<file path="src/rtl/fpwm_pkg.sv">
package fpwm_pkg;
    // register byte offsets
    localparam logic [4:0] OFS_CTRL = 5'h00;
    localparam logic [4:0] OFS_STAT = 5'h04;
    localparam logic [4:0] OFS_SMPL = 5'h0C;
    localparam logic [4:0] OFS_PER  = 5'h10;

    // sticky flag positions inside the 4-bit flag vector (status bits 3..6)
    localparam int F_FE  = 0;
    localparam int F_ROV = 1;
    localparam int F_CMP = 2;
    localparam int F_FWE = 3;

    typedef enum logic [1:0] {
        OUT_TRUE  = 2'd0,
        OUT_INV   = 2'd1,
        OUT_LOW_A = 2'd2,
        OUT_LOW_B = 2'd3
    } out_mode_e;
endpackage

</file>
<file path="src/rtl/fpwm_fifo.sv">
module fpwm_fifo #(
    parameter int W     = 16,
    parameter int DEPTH = 4,
    localparam int PW   = (DEPTH > 1) ? $clog2(DEPTH) : 1,
    localparam int CW   = $clog2(DEPTH + 1)
) (
    input  logic          clk,
    input  logic          rst_n,
    input  logic          flush,
    input  logic          push,
    input  logic [W-1:0]  push_data,
    input  logic          pop,
    output logic [W-1:0]  head,
    output logic [CW-1:0] count
);
    typedef struct packed {
        logic [DEPTH-1:0][W-1:0] mem;
        logic [PW-1:0]           rd;
        logic [PW-1:0]           wr;
        logic [CW-1:0]           cnt;
    } fifo_st_t;

    fifo_st_t st_d, st_q;
    logic     do_push, do_pop;

    function automatic logic [PW-1:0] step(input logic [PW-1:0] p);
        return (p == PW'(DEPTH - 1)) ? '0 : p + 1'b1;
    endfunction

    always_comb begin
        st_d    = st_q;
        do_push = push && (st_q.cnt != CW'(DEPTH));
        do_pop  = pop && (st_q.cnt != '0);
        if (do_push) begin
            st_d.mem[st_q.wr] = push_data;
            st_d.wr           = step(st_q.wr);
        end
        if (do_pop) begin
            st_d.rd = step(st_q.rd);
        end
        if (do_push && !do_pop) begin
            st_d.cnt = st_q.cnt + 1'b1;
        end else if (!do_push && do_pop) begin
            st_d.cnt = st_q.cnt - 1'b1;
        end
        if (flush) begin
            st_d.rd  = '0;
            st_d.wr  = '0;
            st_d.cnt = '0;
        end
    end

    always_ff @(posedge clk or negedge rst_n) begin
        if (!rst_n) begin
            st_q <= '0;
        end else begin
            st_q <= st_d;
        end
    end

    assign head  = st_q.mem[st_q.rd];
    assign count = st_q.cnt;
endmodule

</file>
<file path="src/rtl/fpwm_prescaler.sv">
module fpwm_prescaler #(
    parameter int W = 12
) (
    input  logic         clk,
    input  logic         rst_n,
    input  logic         clear,
    input  logic [W-1:0] ratio_m1,
    output logic         tick
);
    logic [W-1:0] cnt_d, cnt_q;

    always_comb begin
        tick  = !clear && (cnt_q == ratio_m1);
        cnt_d = (clear || tick) ? '0 : cnt_q + 1'b1;
    end

    always_ff @(posedge clk or negedge rst_n) begin
        if (!rst_n) begin
            cnt_q <= '0;
        end else begin
            cnt_q <= cnt_d;
        end
    end
endmodule

</file>
<file path="src/rtl/fifo_pwm.sv">
module fifo_pwm
    import fpwm_pkg::*;
#(
    parameter int SAMPLE_W   = 16,
    parameter int PER_W      = 16,
    parameter int PRESC_W    = 12,
    parameter int FIFO_DEPTH = 4,
    parameter int DATA_W     = 32
) (
    input  logic              clk,
    input  logic              rst_n,
    input  logic              wr_en,
    input  logic [4:0]        addr,
    input  logic [DATA_W-1:0] wdata,
    output logic [DATA_W-1:0] rdata,
    output logic              pwm_out
);
    localparam int CNT_W    = $clog2(FIFO_DEPTH + 1);
    localparam int CMP_W    = (SAMPLE_W > PER_W) ? SAMPLE_W : PER_W;
    localparam int PRE_LSB  = 4;
    localparam int CLK_LSB  = PRE_LSB + PRESC_W;
    localparam int MODE_LSB = CLK_LSB + 2;
    localparam int AUX_LSB  = MODE_LSB + 2;
    localparam int AUX_W    = DATA_W - AUX_LSB;
    localparam logic [PER_W-1:0] PER_CLAMP = {{(PER_W - 1){1'b1}}, 1'b0};

    typedef struct packed {
        logic                en;
        logic [1:0]          rep_sel;
        logic [PRESC_W-1:0]  pre;
        logic [1:0]          clk_sel;
        out_mode_e           mode;
        logic [AUX_W-1:0]    aux;
        logic [PER_W-1:0]    period;
        logic [3:0]          flags;
        logic [PER_W-1:0]    cnt;
        logic [2:0]          rep;
        logic [SAMPLE_W-1:0] active;
        logic                started;
        logic [1:0]          swr_cnt;
    } st_t;

    function automatic st_t rst_state();
        st_t s;
        s        = '0;
        s.period = PER_CLAMP;
        return s;
    endfunction

    st_t                 st_d, st_q;
    logic                running, tick, below;
    logic [PER_W-1:0]    last_cnt;
    logic [2:0]          reps_m1;
    logic [3:0]          set_f, clr_f;
    logic                fifo_push, fifo_pop, fifo_flush;
    logic [SAMPLE_W-1:0] fifo_head;
    logic [CNT_W-1:0]    fifo_cnt;

    fpwm_prescaler #(.W(PRESC_W)) u_pre (
        .clk      (clk),
        .rst_n    (rst_n),
        .clear    (!running),
        .ratio_m1 (st_q.pre),
        .tick     (tick)
    );

    fpwm_fifo #(.W(SAMPLE_W), .DEPTH(FIFO_DEPTH)) u_fifo (
        .clk       (clk),
        .rst_n     (rst_n),
        .flush     (fifo_flush),
        .push      (fifo_push),
        .push_data (wdata[SAMPLE_W-1:0]),
        .pop       (fifo_pop),
        .head      (fifo_head),
        .count     (fifo_cnt)
    );

    always_comb begin
        running  = st_q.en && st_q.started;
        last_cnt = ((st_q.period == '1) ? PER_CLAMP : st_q.period) + 1'b1;
        case (st_q.rep_sel)
            2'd0:    reps_m1 = 3'd0;
            2'd1:    reps_m1 = 3'd1;
            2'd2:    reps_m1 = 3'd3;
            default: reps_m1 = 3'd7;
        endcase
    end

    always_comb begin
        st_d       = st_q;
        fifo_pop   = 1'b0;
        fifo_push  = 1'b0;
        fifo_flush = 1'b0;
        set_f      = '0;
        clr_f      = '0;
        if (st_q.swr_cnt != '0) begin
            // reset in progress: hold defaults, ignore the bus
            st_d         = rst_state();
            st_d.swr_cnt = st_q.swr_cnt - 1'b1;
            fifo_flush   = 1'b1;
        end else begin
            if (st_q.en && !st_q.started) begin
                st_d.started = 1'b1;
                st_d.cnt     = '0;
                st_d.rep     = '0;
                if (fifo_cnt != '0) begin
                    fifo_pop    = 1'b1;
                    st_d.active = fifo_head;
                end else begin
                    set_f[F_FE] = 1'b1;
                end
            end else if (running) begin
                if (CMP_W'(st_q.cnt) == CMP_W'(st_q.active)) begin
                    set_f[F_CMP] = 1'b1;
                end
                if (tick) begin
                    if (st_q.cnt == last_cnt) begin
                        st_d.cnt      = '0;
                        set_f[F_ROV]  = 1'b1;
                        if (st_q.rep == reps_m1) begin
                            st_d.rep = '0;
                            if (fifo_cnt != '0) begin
                                fifo_pop    = 1'b1;
                                st_d.active = fifo_head;
                            end else begin
                                set_f[F_FE] = 1'b1;  // underrun: reuse
                            end
                        end else begin
                            st_d.rep = st_q.rep + 1'b1;
                        end
                    end else begin
                        st_d.cnt = st_q.cnt + 1'b1;
                    end
                end
            end else begin
                st_d.started = 1'b0;
                st_d.cnt     = '0;
                st_d.rep     = '0;
            end

            if (wr_en && addr == OFS_SMPL) begin
                if (fifo_cnt == CNT_W'(FIFO_DEPTH)) begin
                    set_f[F_FWE] = 1'b1;
                end else begin
                    fifo_push = 1'b1;
                end
            end
            if (wr_en && addr == OFS_STAT) begin
                clr_f = wdata[6:3];
            end
            st_d.flags = (st_q.flags & ~clr_f) | set_f;
            if (wr_en && addr == OFS_PER) begin
                st_d.period = wdata[PER_W-1:0];
            end
            if (wr_en && addr == OFS_CTRL) begin
                if (wdata[3]) begin
                    st_d         = rst_state();
                    st_d.swr_cnt = 2'd3;
                    fifo_flush   = 1'b1;
                end else begin
                    st_d.en      = wdata[0];
                    st_d.rep_sel = wdata[2:1];
                    st_d.pre     = wdata[PRE_LSB +: PRESC_W];
                    st_d.clk_sel = wdata[CLK_LSB +: 2];
                    st_d.mode    = out_mode_e'(wdata[MODE_LSB +: 2]);
                    st_d.aux     = wdata[AUX_LSB +: AUX_W];
                end
            end
        end
    end

    always_ff @(posedge clk or negedge rst_n) begin
        if (!rst_n) begin
            st_q <= rst_state();
        end else begin
            st_q <= st_d;
        end
    end

    always_comb begin
        below   = CMP_W'(st_q.cnt) < CMP_W'(st_q.active);
        pwm_out = running && (((st_q.mode == OUT_TRUE) && below) ||
                              ((st_q.mode == OUT_INV) && !below));
        rdata   = '0;
        case (addr)
            OFS_CTRL: begin
                rdata[0]                   = st_q.en;
                rdata[2:1]                 = st_q.rep_sel;
                rdata[3]                   = (st_q.swr_cnt != '0);
                rdata[PRE_LSB +: PRESC_W]  = st_q.pre;
                rdata[CLK_LSB +: 2]        = st_q.clk_sel;
                rdata[MODE_LSB +: 2]       = st_q.mode;
                rdata[AUX_LSB +: AUX_W]    = st_q.aux;
            end
            OFS_STAT: begin
                rdata[CNT_W-1:0] = fifo_cnt;
                rdata[6:3]       = st_q.flags;
            end
            OFS_SMPL: begin
                if (st_q.en) rdata[SAMPLE_W-1:0] = st_q.active;
            end
            OFS_PER: begin
                rdata[PER_W-1:0] = st_q.period;
            end
            default: rdata = '0;
        endcase
    end

    // observation points for the bound checker
    logic             chk_en, chk_off, chk_busy, chk_fwe;
    logic [CNT_W-1:0] chk_cnt;
    assign chk_en   = st_q.en;
    assign chk_off  = st_q.mode[1];
    assign chk_busy = (st_q.swr_cnt != '0);
    assign chk_fwe  = st_q.flags[F_FWE];
    assign chk_cnt  = fifo_cnt;
endmodule

</file>
<file path="config.mk">
export PLATFORM = sky130hd
export DESIGN_NAME = fifo_pwm
export DESIGN_NICKNAME = d
export VERILOG_FILES = /design/src/rtl/fpwm_pkg.sv /design/src/rtl/fpwm_fifo.sv /design/src/rtl/fpwm_prescaler.sv /design/src/rtl/fifo_pwm.sv
export SDC_FILE = /design/constraint.sdc
export NUM_CORES = 1
export LEC_CHECK = 0
export BUFFER_PORTS_ARGS = -buffer_cell sky130_fd_sc_hd__buf_4
export CAP_MARGIN = 25
export CORE_MARGIN = 2
export CORE_UTILIZATION = 55
export CTS_CLUSTER_SIZE = 20
export DETAILED_ROUTE_END_ITERATION = 6
export PLACE_DENSITY = 0.79
export SYNTH_ARGS = -nofsm -noshare
export SYNTH_HDL_FRONTEND = slang
export SYNTH_SLANG_ARGS = --single-unit
</file>
<file path="constraint.sdc">
create_clock -name clk -period 8.11 [get_ports clk]
set_input_delay 0.4055 -clock clk [delete_from_list [all_inputs] [get_ports clk]]
set_output_delay 0.4055 -clock clk [all_outputs]
set_load 0.005 [all_outputs]
</file>
Yosys cells after proc, flatten, opt, wreduce, memory -nomap -nowiden
Index checks and enable logic that the tools add are counted.
{ "op_classes": {"multipliers": 0, "bitwise_logic": 3, "add_sub_neg": 9, "n_mux": 62, "reduce_logical": 33, "div_mod_pow": 0, "eq_ne": 15, "order_cmp": 4, "shift": 0} }
{ "ops": {"columns": ["cell", "n"], "rows": [
  ["2-to-1 mux 89 bit", 2],
  ["2-to-1 mux 16 bit", 10],
  ["bitwise mux 64 bit", 1],
  ["2-to-1 mux 58 bit", 1],
  ["2-to-1 mux 19 bit", 2],
  ["2-to-1 mux 36 bit", 1],
  ["2-to-1 mux 35 bit", 1],
  ["adder 16 x 1 -> 16 bit, second input constant", 2],
  ["binary-select mux 16 bit (select 2 bit)", 1],
  ["demux 16 bit (select 2 bit)", 1],
  ["equality test 16 bit", 2],
  ["2-to-1 mux 31 bit", 1],
  ["case mux 7 bit (4 select lines)", 1],
  ["case mux 9 bit (3 select lines)", 1],
  ["2-to-1 mux 1 bit", 22],
  ["equality test 16 bit, second input constant", 1],
  ["< comparator 16 bit", 1],
  ["2-to-1 mux 2 bit", 8],
  ["logical AND 1 bit", 15],
  ["adder 12 x 1 -> 12 bit, second input constant", 1],
  ["equality test 12 bit", 1],
  ["2-to-1 mux 12 bit", 1],
  ["2-to-1 mux 3 bit", 4],
  ["nonzero test 2 bit", 5],
  ["other kinds (26)", 40]
]} }
{ "word_totals": {"memories": 0, "elab_cells": 147, "latchBits": 0, "rom_bits": 0, "reg_bits": 172, "ramBits": 0} }

Logic depth before layout (Yosys ltp)
Gate-level depths: netlist of the first run.
{ "logic_depth": {"depth_word": 14, "ltp_mapped": 23} }

Cells and area by module
From an unflattened synthesis of the first run, not the netlist that was laid out.
{ "unflattened": {"hier_cells": 893, "hier_area_um2": 9840.7} }
{ "modules_own_cells": {"columns": ["mod", "area_per_inst_um2", "cells_per_inst", "instances"], "rows": [
  ["fifo_pwm", 5490.3, 601, 1],
  ["fpwm_fifo", 3590.9, 219, 1],
  ["fpwm_prescaler", 759.5, 73, 1]
]} }

Worst setup path after synthesis of the first run
OpenSTA, ideal clock, no wires.
{ "synth_path": {"kind": "reg-to-reg", "from": "register st_q[47] (netlist name)", "to": "register u_fifo.st_q, in the netlist u_fifo.count[2]", "required_ps": 8031, "arrival_time_ps": 4605, "path_slack_ps": 3426, "synth_period_minus_slack_ps": 4684, "path_stages_with_launch": 22, "path_cell_list": "dfstp_2 -> buf_2 -> nand3_1 -> o41ai_1 -> inv_1 -> ha_1 -> nand3_2 -> nor3_1 -> or3_1 -> a21o_1 -> a211o_1 -> nor4_4 -> o21ai_1 -> buf_6 -> buf_6 -> and2_1 -> fa_1 -> and2_1 -> mux2i_1 -> nor2_1 -> mux2i_1 -> mux2i_1"} }
{ "synth_via": {"elab_chain_len": 14} }
{ "synth_lines": {"columns": ["element", "line_no", "source"], "rows": [
  ["start: declaration", "fifo_pwm.sv:50", "st_t st_d, st_q;"],
  ["start signal: assignment", "fifo_pwm.sv:174", "st_q <= rst_state();"],
  ["start signal: assignment", "fifo_pwm.sv:176", "st_q <= st_d;"],
  ["equality test 16 bit", "fifo_pwm.sv:80", "last_cnt = ((st_q.period == '1) ? PER_CLAMP : st_q.period) + 1'b1;"],
  ["2-to-1 mux 16 bit *", "fifo_pwm.sv:80", null],
  ["adder 16 x 1 -> 16 bit *", "fifo_pwm.sv:80", null],
  ["equality test 16 bit *", "fifo_pwm.sv:117", "if (st_q.cnt == last_cnt) begin"],
  ["2-to-1 mux 1 bit *", "fifo_pwm.sv:117", null],
  ["2-to-1 mux 1 bit *", "fifo_pwm.sv:116", "if (tick) begin"],
  ["2-to-1 mux 1 bit *", "fifo_pwm.sv:112", "end else if (running) begin"],
  ["2-to-1 mux 1 bit *", "fifo_pwm.sv:102", "if (st_q.en && !st_q.started) begin"],
  ["2-to-1 mux 1 bit *", "fifo_pwm.sv:96", "if (st_q.swr_cnt != '0) begin"],
  ["logical AND 1 bit *", "fpwm_fifo.sv:33", "do_pop = pop && (st_q.cnt != '0);"],
  ["logical NOT 1 bit", "fpwm_fifo.sv:41", "if (do_push && !do_pop) begin"],
  ["logical AND 1 bit", "fpwm_fifo.sv:41", null],
  ["2-to-1 mux 3 bit", "fpwm_fifo.sv:41", null],
  ["2-to-1 mux 7 bit", "fpwm_fifo.sv:46", "if (flush) begin"],
  ["end signal: assignment", "fpwm_fifo.sv:57", "st_q <= st_d;"],
  ["end: declaration", "fpwm_fifo.sv:23", "fifo_st_t st_d, st_q;"]
]} }
Mark *: on every way between the ends. The rest lies on a longest branch, timed or not.
A chain may end at the register's enable or synchronous reset.

Worst setup path in the final report of the first run
{ "layout_path": {"from": "register st_q[51] (netlist name)", "to": "register u_fifo.st_q, in the netlist u_fifo.count[2]"} }
The elaborated chain is that of the path after synthesis.

==> results of run 1 <==
-- through the flow --
step	cell area (um2)	utilization [%]	hold slack, ps	power, W
6_report	10700	64.0	80.0	0.00246
5_1_grt	10700	64.0	160	0.00257
4_1_cts	10600	64.0	129	0.00246
3_5_place_dp	10100	60.5	476	0.00166
3_3_place_gp	10000	60.4	462	0.00164
2_1_floorplan	9390	-	110	0.00149
-- path summary, 6_finish.rpt --
path | start | endpoint | slack (ps) | cells past startpoint
max in group asynchronous | rst_n | u_fifo.st_q[69]$_DFFE_PN0P_ | 6590 | 2
min | rst_n | st_q[68]$_DFFE_PN0P_ | 80 | 1
max reg2reg | st_q[51]$_DFF_PN1_ | u_fifo.count[2]$_DFFE_PN0P_ | 3150 | 19
min in group clk | wdata[20] | st_q[58]$_DFFE_PN0P_ | 190 | 2
max | st_q[51]$_DFF_PN1_ | u_fifo.count[2]$_DFFE_PN0P_ | 3150 | 19
min reg2reg | st_q[0]$_DFFE_PN0P_ | st_q[0]$_DFFE_PN0P_ | 480 | 1
-- worst max-delay path: cells and delay by family, from the launching register on --
kind,cells,cell delay (ps)
adders and majority gates,2,680
muxes,3,480
and+or+nand+nor,9,1820
AOI/OAI and AO/OA,4,1210
DFF,1,600
buffers and inverters,1,100
-- flip-flops by register name, indices dropped and copies added (netlist names) --
name / cells
st_q: 86
u_pre.cnt_q: 12
u_fifo.count: 3
u_fifo.st_q: 68
chk_fwe: 1
chk_off: 1
chk_en: 1
-- placed cells by master, fill, tap and decap left out, types with 16 or more instances in the layout --
cell / count
inv_1: 28
nand2_1: 106
ha_1: 25
nor2_1: 59
dfrtp_1: 157
nand4_1: 20
mux2_2: 64
a21oi_1: 19
xor2_1: 25
mux4_2: 16
nand3_1: 37
clkbuf_16: 17
xnor2_1: 31
buf_4: 77
a22o_1: 31
and2_1: 20
mux2i_1: 39
-- where the power goes --
| part | internal (W) | switching [W] |
|---|---|---|
| sequential | 0.000964 | 0.0000937 |
| clock | 0.000435 | 0.000372 |
| combinational | 0.000242 | 0.000357 |
| total | 0.00164 | 0.000823 |
-- per-layer routing --
metal	global-route usage, %	part of all wire [%]	vias to the layer above
li1	-	-	3233
met1	38.0	45	3484
met2	39.6	47	227
met3	4.99	5.8	33
met4	8.07	1.8	0
met5	0	0	-
-- layout make-up --
cell class	instances	area (um2)	area share [%]
sequential	172	4320	40.6
clock buffer	17	425	3.99
multi-input combinational	629	4760	44.7
tap	220	275	2.58
timing repair buffer	80	612	5.74
inverter	28	105	0.986
clock inverter	14	156	1.47
-- cell families (layout without fill, tap and decap cells) --
kind of cell	after synthesis	in the layout	synth area share (%)
AO/OA/AOI/OAI	110	110	9.11
XOR/XNOR	56	56	5.23
adder cells (fa/ha/maj)	26	26	3.55
buffers and inverters	77	139	3.39
flip-flops	172	172	46.1
multiplexers	119	119	15.7
AND/OR/NAND/NOR	318	318	17.0
==> out/qor.txt, run 1 <==
Status - finished clean
Final hold violation count - 0
DP HPWL - 16000 um
Clk pin slew, worst setup/hold paths - 70 ps
Die Span X - 135 um
Setup bufs post-CTS - 0
CP cell instances - and3_1, nand2_1, o41ai_1, inv_1, ha_1, nand3_2, nor3_1, or3_1, a21o_1, a211o_1, nor4_4, o21ai_2, and2_1, fa_1, and2_1, mux2i_1, nor2_1, mux2i_1, mux2i_1
Total Routed Length - 22700 um
Clock Root Buffer - clkbuf_16
Clock Skews - 10.3 ps
Synthesis-to-finish area growth - 13.5%
Vias in the first global route - 6872
Max Slew Vio Count - 0
Worst slack at placement - 3190 ps
Hold-fix buffers, CTS - 0
Post-synth top cells - 157 x dfrtp_1, 106 x nand2_1, 64 x mux2_2, 60 x nor2_1, 39 x mux2i_1
Number of fill cells - 1317
PostCTS Resize Cnt - 0
Area of the core - 16600 um2
Async SR Flop Fraction - 100%
GRT Total Usage - 26.0%
Antenna viol nets, final - 0
Synth Warn # - 0
WL per Instance - 19.6 um
Least-Margin Pin Slew - 903 ps
First-pass GRT wire length - 36500 um
I/O Buffers - 72
Syn Inst Count - 878
Startpoint types - flip-flop
Crit. End Element - flip-flop
Max-Cap Viols - 0
I/O pin total - 73
Vias after detailed routing - 6977
Nets@finish - 994
Pin count of the biggest net entering global routing - 102
Syn_area_per_cell - 10.7 um2
EDFF count, synth - 0
Setup violations, final - 0
CTS Buffer Depth - 2
CTS tree - yes
Arrival time worst endpoint - 5320 ps
Fmax achieved - 202 MHz
Count leader, synth - dfrtp_1
Num CTS Buffers - 17
Highest-delay cell along the critical path - dfstp_2
Max incr delay on CP - 600 ps
Share of layout cells above drive strength 1 - 23.9%
Gr ovfl total - 0
Final TNS setup - 0 ps
Max rail drop VDD - 0.191 mV
Synth cell types - 63
Synth Flop Type - dfrtp_1
Detailed Route Iter0 Violations - 712
Worst EP required - 8470 ps
First-pass DRT Iterations - 5
Crit-path max FO - 9
Area contributors post-synth - dfrtp_1 42%, mux2_2 7.7%, nand2_1 4.2%
Starting Density - 56.4%
Drt via density - 6.01
Unrepaired setup endpoints after global routing - false
Sequential-to-total area share from yosys stat - 46.1%
DP Cell Count - 1128
Worst slew margin - 39.8%
Row count - 47
Min Tclk post-route - 4960 ps
Drt drc - 0
Die Ht - 135 um
Top cell by count, worst path - mux2i_1
Worst setup margin - 3150 ps
Final Non-Filler Cells - 1160
HP Class - in2async
CTS Sinks - 172
Post-Synthesis Cell Area - 9390 um2
P_leak - 5.12 nW
Die area - 18100 um2
Power per Cell Area - 231 nW/um2
Gpl congestion - 0.967
Yosys reg bits - 172
CTS H-Tree Depth - 4
Top cell type's share of synthesized area - 41.9%
Dominant cell type by area after synthesis - dfrtp_1
Skew-Pair Late Insertion Delay - 440 ps
Final Cycle Share - 61.2%
Diode count - 0
Initial antenna violation count - 0
Synth Net Count - 944
Critical path class - reg2reg
No activity file was read; power rests on OpenSTA's default activity.
==> run 2: changes to the inputs <==
clock period = 5.2 ns   (was 8.11 ns; I/O delays follow)
==> run 2 against run 1 <==
Net effect:
- worst setup slack worse by 2900 ps
- sequential power increased by 56%
- critical endpoint unchanged
- clock skew barely moved
- clock power rose by 62%
- sequential share of layout area is 0.17 points lower
- critical path type unchanged
- combinational power up 55%
- register-to-register slack got worse by 2900 ps
==> out/qor.txt, run 2 (same netlist as run 1, synthesis figures left out) <==
Max rail drop VDD - 0.253 mV (+33%)
Skew-Pair Late Insertion Delay - 440 ps (about the same)
Die Span X - 135 um (unchanged)
Startpoint types - flip-flop
CTS tree - yes
Max reg flops - 86 (unchanged)
First-pass DRT Iterations - 7 (+2)
Arrival time worst endpoint - 5250 ps (-70 ps)
Critical path class - reg2reg
Vias in the first global route - 7135 (+3.8%)
I/O Buffers - 72 (unchanged)
Status - finished clean
Max Slew Vio Count - 0 (unchanged)
Die Ht - 135 um (unchanged)
Worst EP required - 5530 ps (-2940 ps)
HP Class - in2reg
Total Routed Length - 23000 um (+1.1%)
Clock Root Buffer - clkbuf_16
Area of the core - 16600 um2 (unchanged)
Clk pin slew, worst setup/hold paths - 70 ps (about the same)
I/O pin total - 73 (unchanged)
Min Tclk post-route - 4920 ps (-44.3 ps)
CTS Sinks - 172 (unchanged)
Detailed Route Iter0 Violations - 647 (-9.1%)
Reg with most FFs - st_q
Crit. End Element - flip-flop
Top Metal Used - met4
Gpl congestion - 0.971 (+0.34%)
Gr ovfl total - 0 (unchanged)
Max-Cap Viols - 0 (unchanged)
Synthesis-to-finish area growth - 14.0%
PostCTS Resize Cnt - 0 (unchanged)
WL per Instance - 19.8 um (+1.1%)
Share of layout cells above drive strength 1 - 23.9% (-0.025 points)
Met1 WL - 10200 um (about the same)
CTS Buffer Depth - 2 (unchanged)
Vias after detailed routing - 6997 (+0.29%)
P_leak - 5.15 nW (+0.45%)
Row count - 47 (unchanged)
Initial antenna violation count - 0 (unchanged)
Met3 wire length - 1390 um (+5.6%)
Area after DPL - 10100 um2 (+0.12%)
Nets@finish - 995 (+0.10%)
Drt drc - 0 (unchanged)
Number of fill cells - 1278 (-3.0%)
Largest registers - st_q (86), u_fifo.st_q (68), u_pre.cnt_q (12)
Worst slew margin - 37.0% (-2.8 points)
Fmax achieved - 203 MHz (+0.90%)
Most frequent cells in the layout - 157 x dfrtp_1, 106 x nand2_1, 77 x buf_4, 64 x mux2_2, 59 x nor2_1
Clock Skews - 10.2 ps (-0.148 ps)
GRT Total Usage - 26.8% (+0.84 points)
Antenna viol nets, final - 0 (unchanged)
CTS H-Tree Depth - 4 (unchanged)
Diode count - 0 (unchanged)
Starting Density - 56.4% (unchanged)
First-pass GRT wire length - 37600 um (+3.0%)
Final hold violation count - 0 (unchanged)
Design Area, Final - 10700 um2 (+0.41%)
Total length of routed met2 wires - 10600 um (-1.3%)
Final Cycle Share - 94.6% (+33 points)
Drt via density - 6.03 (+0.20%)
WHS - 26.4 ps (-53.6 ps)
Least-Margin Pin Slew - 944 ps (+41.4 ps)
Final TNS setup - 0 ps (unchanged)
Unrepaired setup endpoints after global routing - false
Setup bufs post-CTS - 0 (unchanged)
DP HPWL - 16100 um (+0.69%)
Hold-fix buffers, CTS - 1 (+1)
Power per Cell Area - 364 nW/um2 (+57%)
Crit-path max FO - 9 (unchanged)
Pin count of the biggest net entering global routing - 79 (-23%)
Setup violations, final - 0 (unchanged)
Die area - 18100 um2 (unchanged)
Most common cell after layout, fill and taps aside - dfrtp_1
Num CTS Buffers - 17 (unchanged)
Total power - 0.00389 W (+58%)
## run 2: worst paths after layout
path | startpoint | depth (start not counted) | endpoint | slack (ps)
hold / removal | wdata[19] | 2 | chk_off$_DFFE_PN0P_ | 30
max in group asynchronous | rst_n | 3 | st_q[16]$_DFF_PN0_ | 3540
min in group asynchronous | rst_n | 2 | st_q[68]$_DFFE_PN0P_ | 410
hold reg to reg | st_q[0]$_DFFE_PN0P_ | 1 | st_q[0]$_DFFE_PN0P_ | 470
setup reg to reg | st_q[47]$_DFF_PN1_ | 18 | u_fifo.count[2]$_DFFE_PN0P_ | 280
setup / recovery | st_q[47]$_DFF_PN1_ | 18 | u_fifo.count[2]$_DFFE_PN0P_ | 280
## run 2: critical path, stage by stage, from the launching register on
cell and delay, ps:
dfstp_2 610, nand3_1 270, o41ai_1 620, inv_1 100, ha_1 250, nand3_2 180, nor3_1 70, or3_1 310
a21o_1 210, a211o_1 390, nor4_4 340, o21ai_2 90, and2_1 190, fa_1 430, a211oi_1 310, a21oi_1 100
nor2_1 110, mux2i_1 90, mux2i_1 120
## run 2: through the flow
stage | util (%) | setup slack (ps) | instances
3_3_place_gp | 60.4 | 600 | 1127
2_1_floorplan | - | 516 | 878
3_5_place_dp | 60.6 | 427 | 1128
6_report | 64.3 | 282 | 1161
4_1_cts | 64.2 | 338 | 1160
5_1_grt | 64.3 | 15.1 | 1161
## run 2: metal layers
| metal | vias to the layer above | global-route usage (%) |
|---|---|---|
| met5 | - | 0 |
| met4 | 0 | 11.0 |
| met3 | 51 | 5.63 |
| met2 | 207 | 41.2 |
| met1 | 3509 | 37.4 |
| li1 | 3230 | - |
## run 2: area by class of cell
cell class	instances	area (um2)	share of cell area, %
Sequential cell	172	4320	40.4
Timing Repair Buffer	81	634	5.93
Clock inverter	14	178	1.66
Tap cell	220	275	2.57
Clock buffer	17	425	3.98
Inverter	28	105	0.982
Multi-Input combinational cell	629	4760	44.5
## run 2: report_power, final
| part | switching [W] | total [W] | internal, W |
|---|---|---|---|
| Sequential | 0.000147 | 0.00165 | 0.00150 |
| Combinational | 0.000545 | 0.000929 | 0.000384 |
| Clock | 0.000586 | 0.00131 | 0.000727 |
| Total | 0.00128 | 0.00389 | 0.00261 |
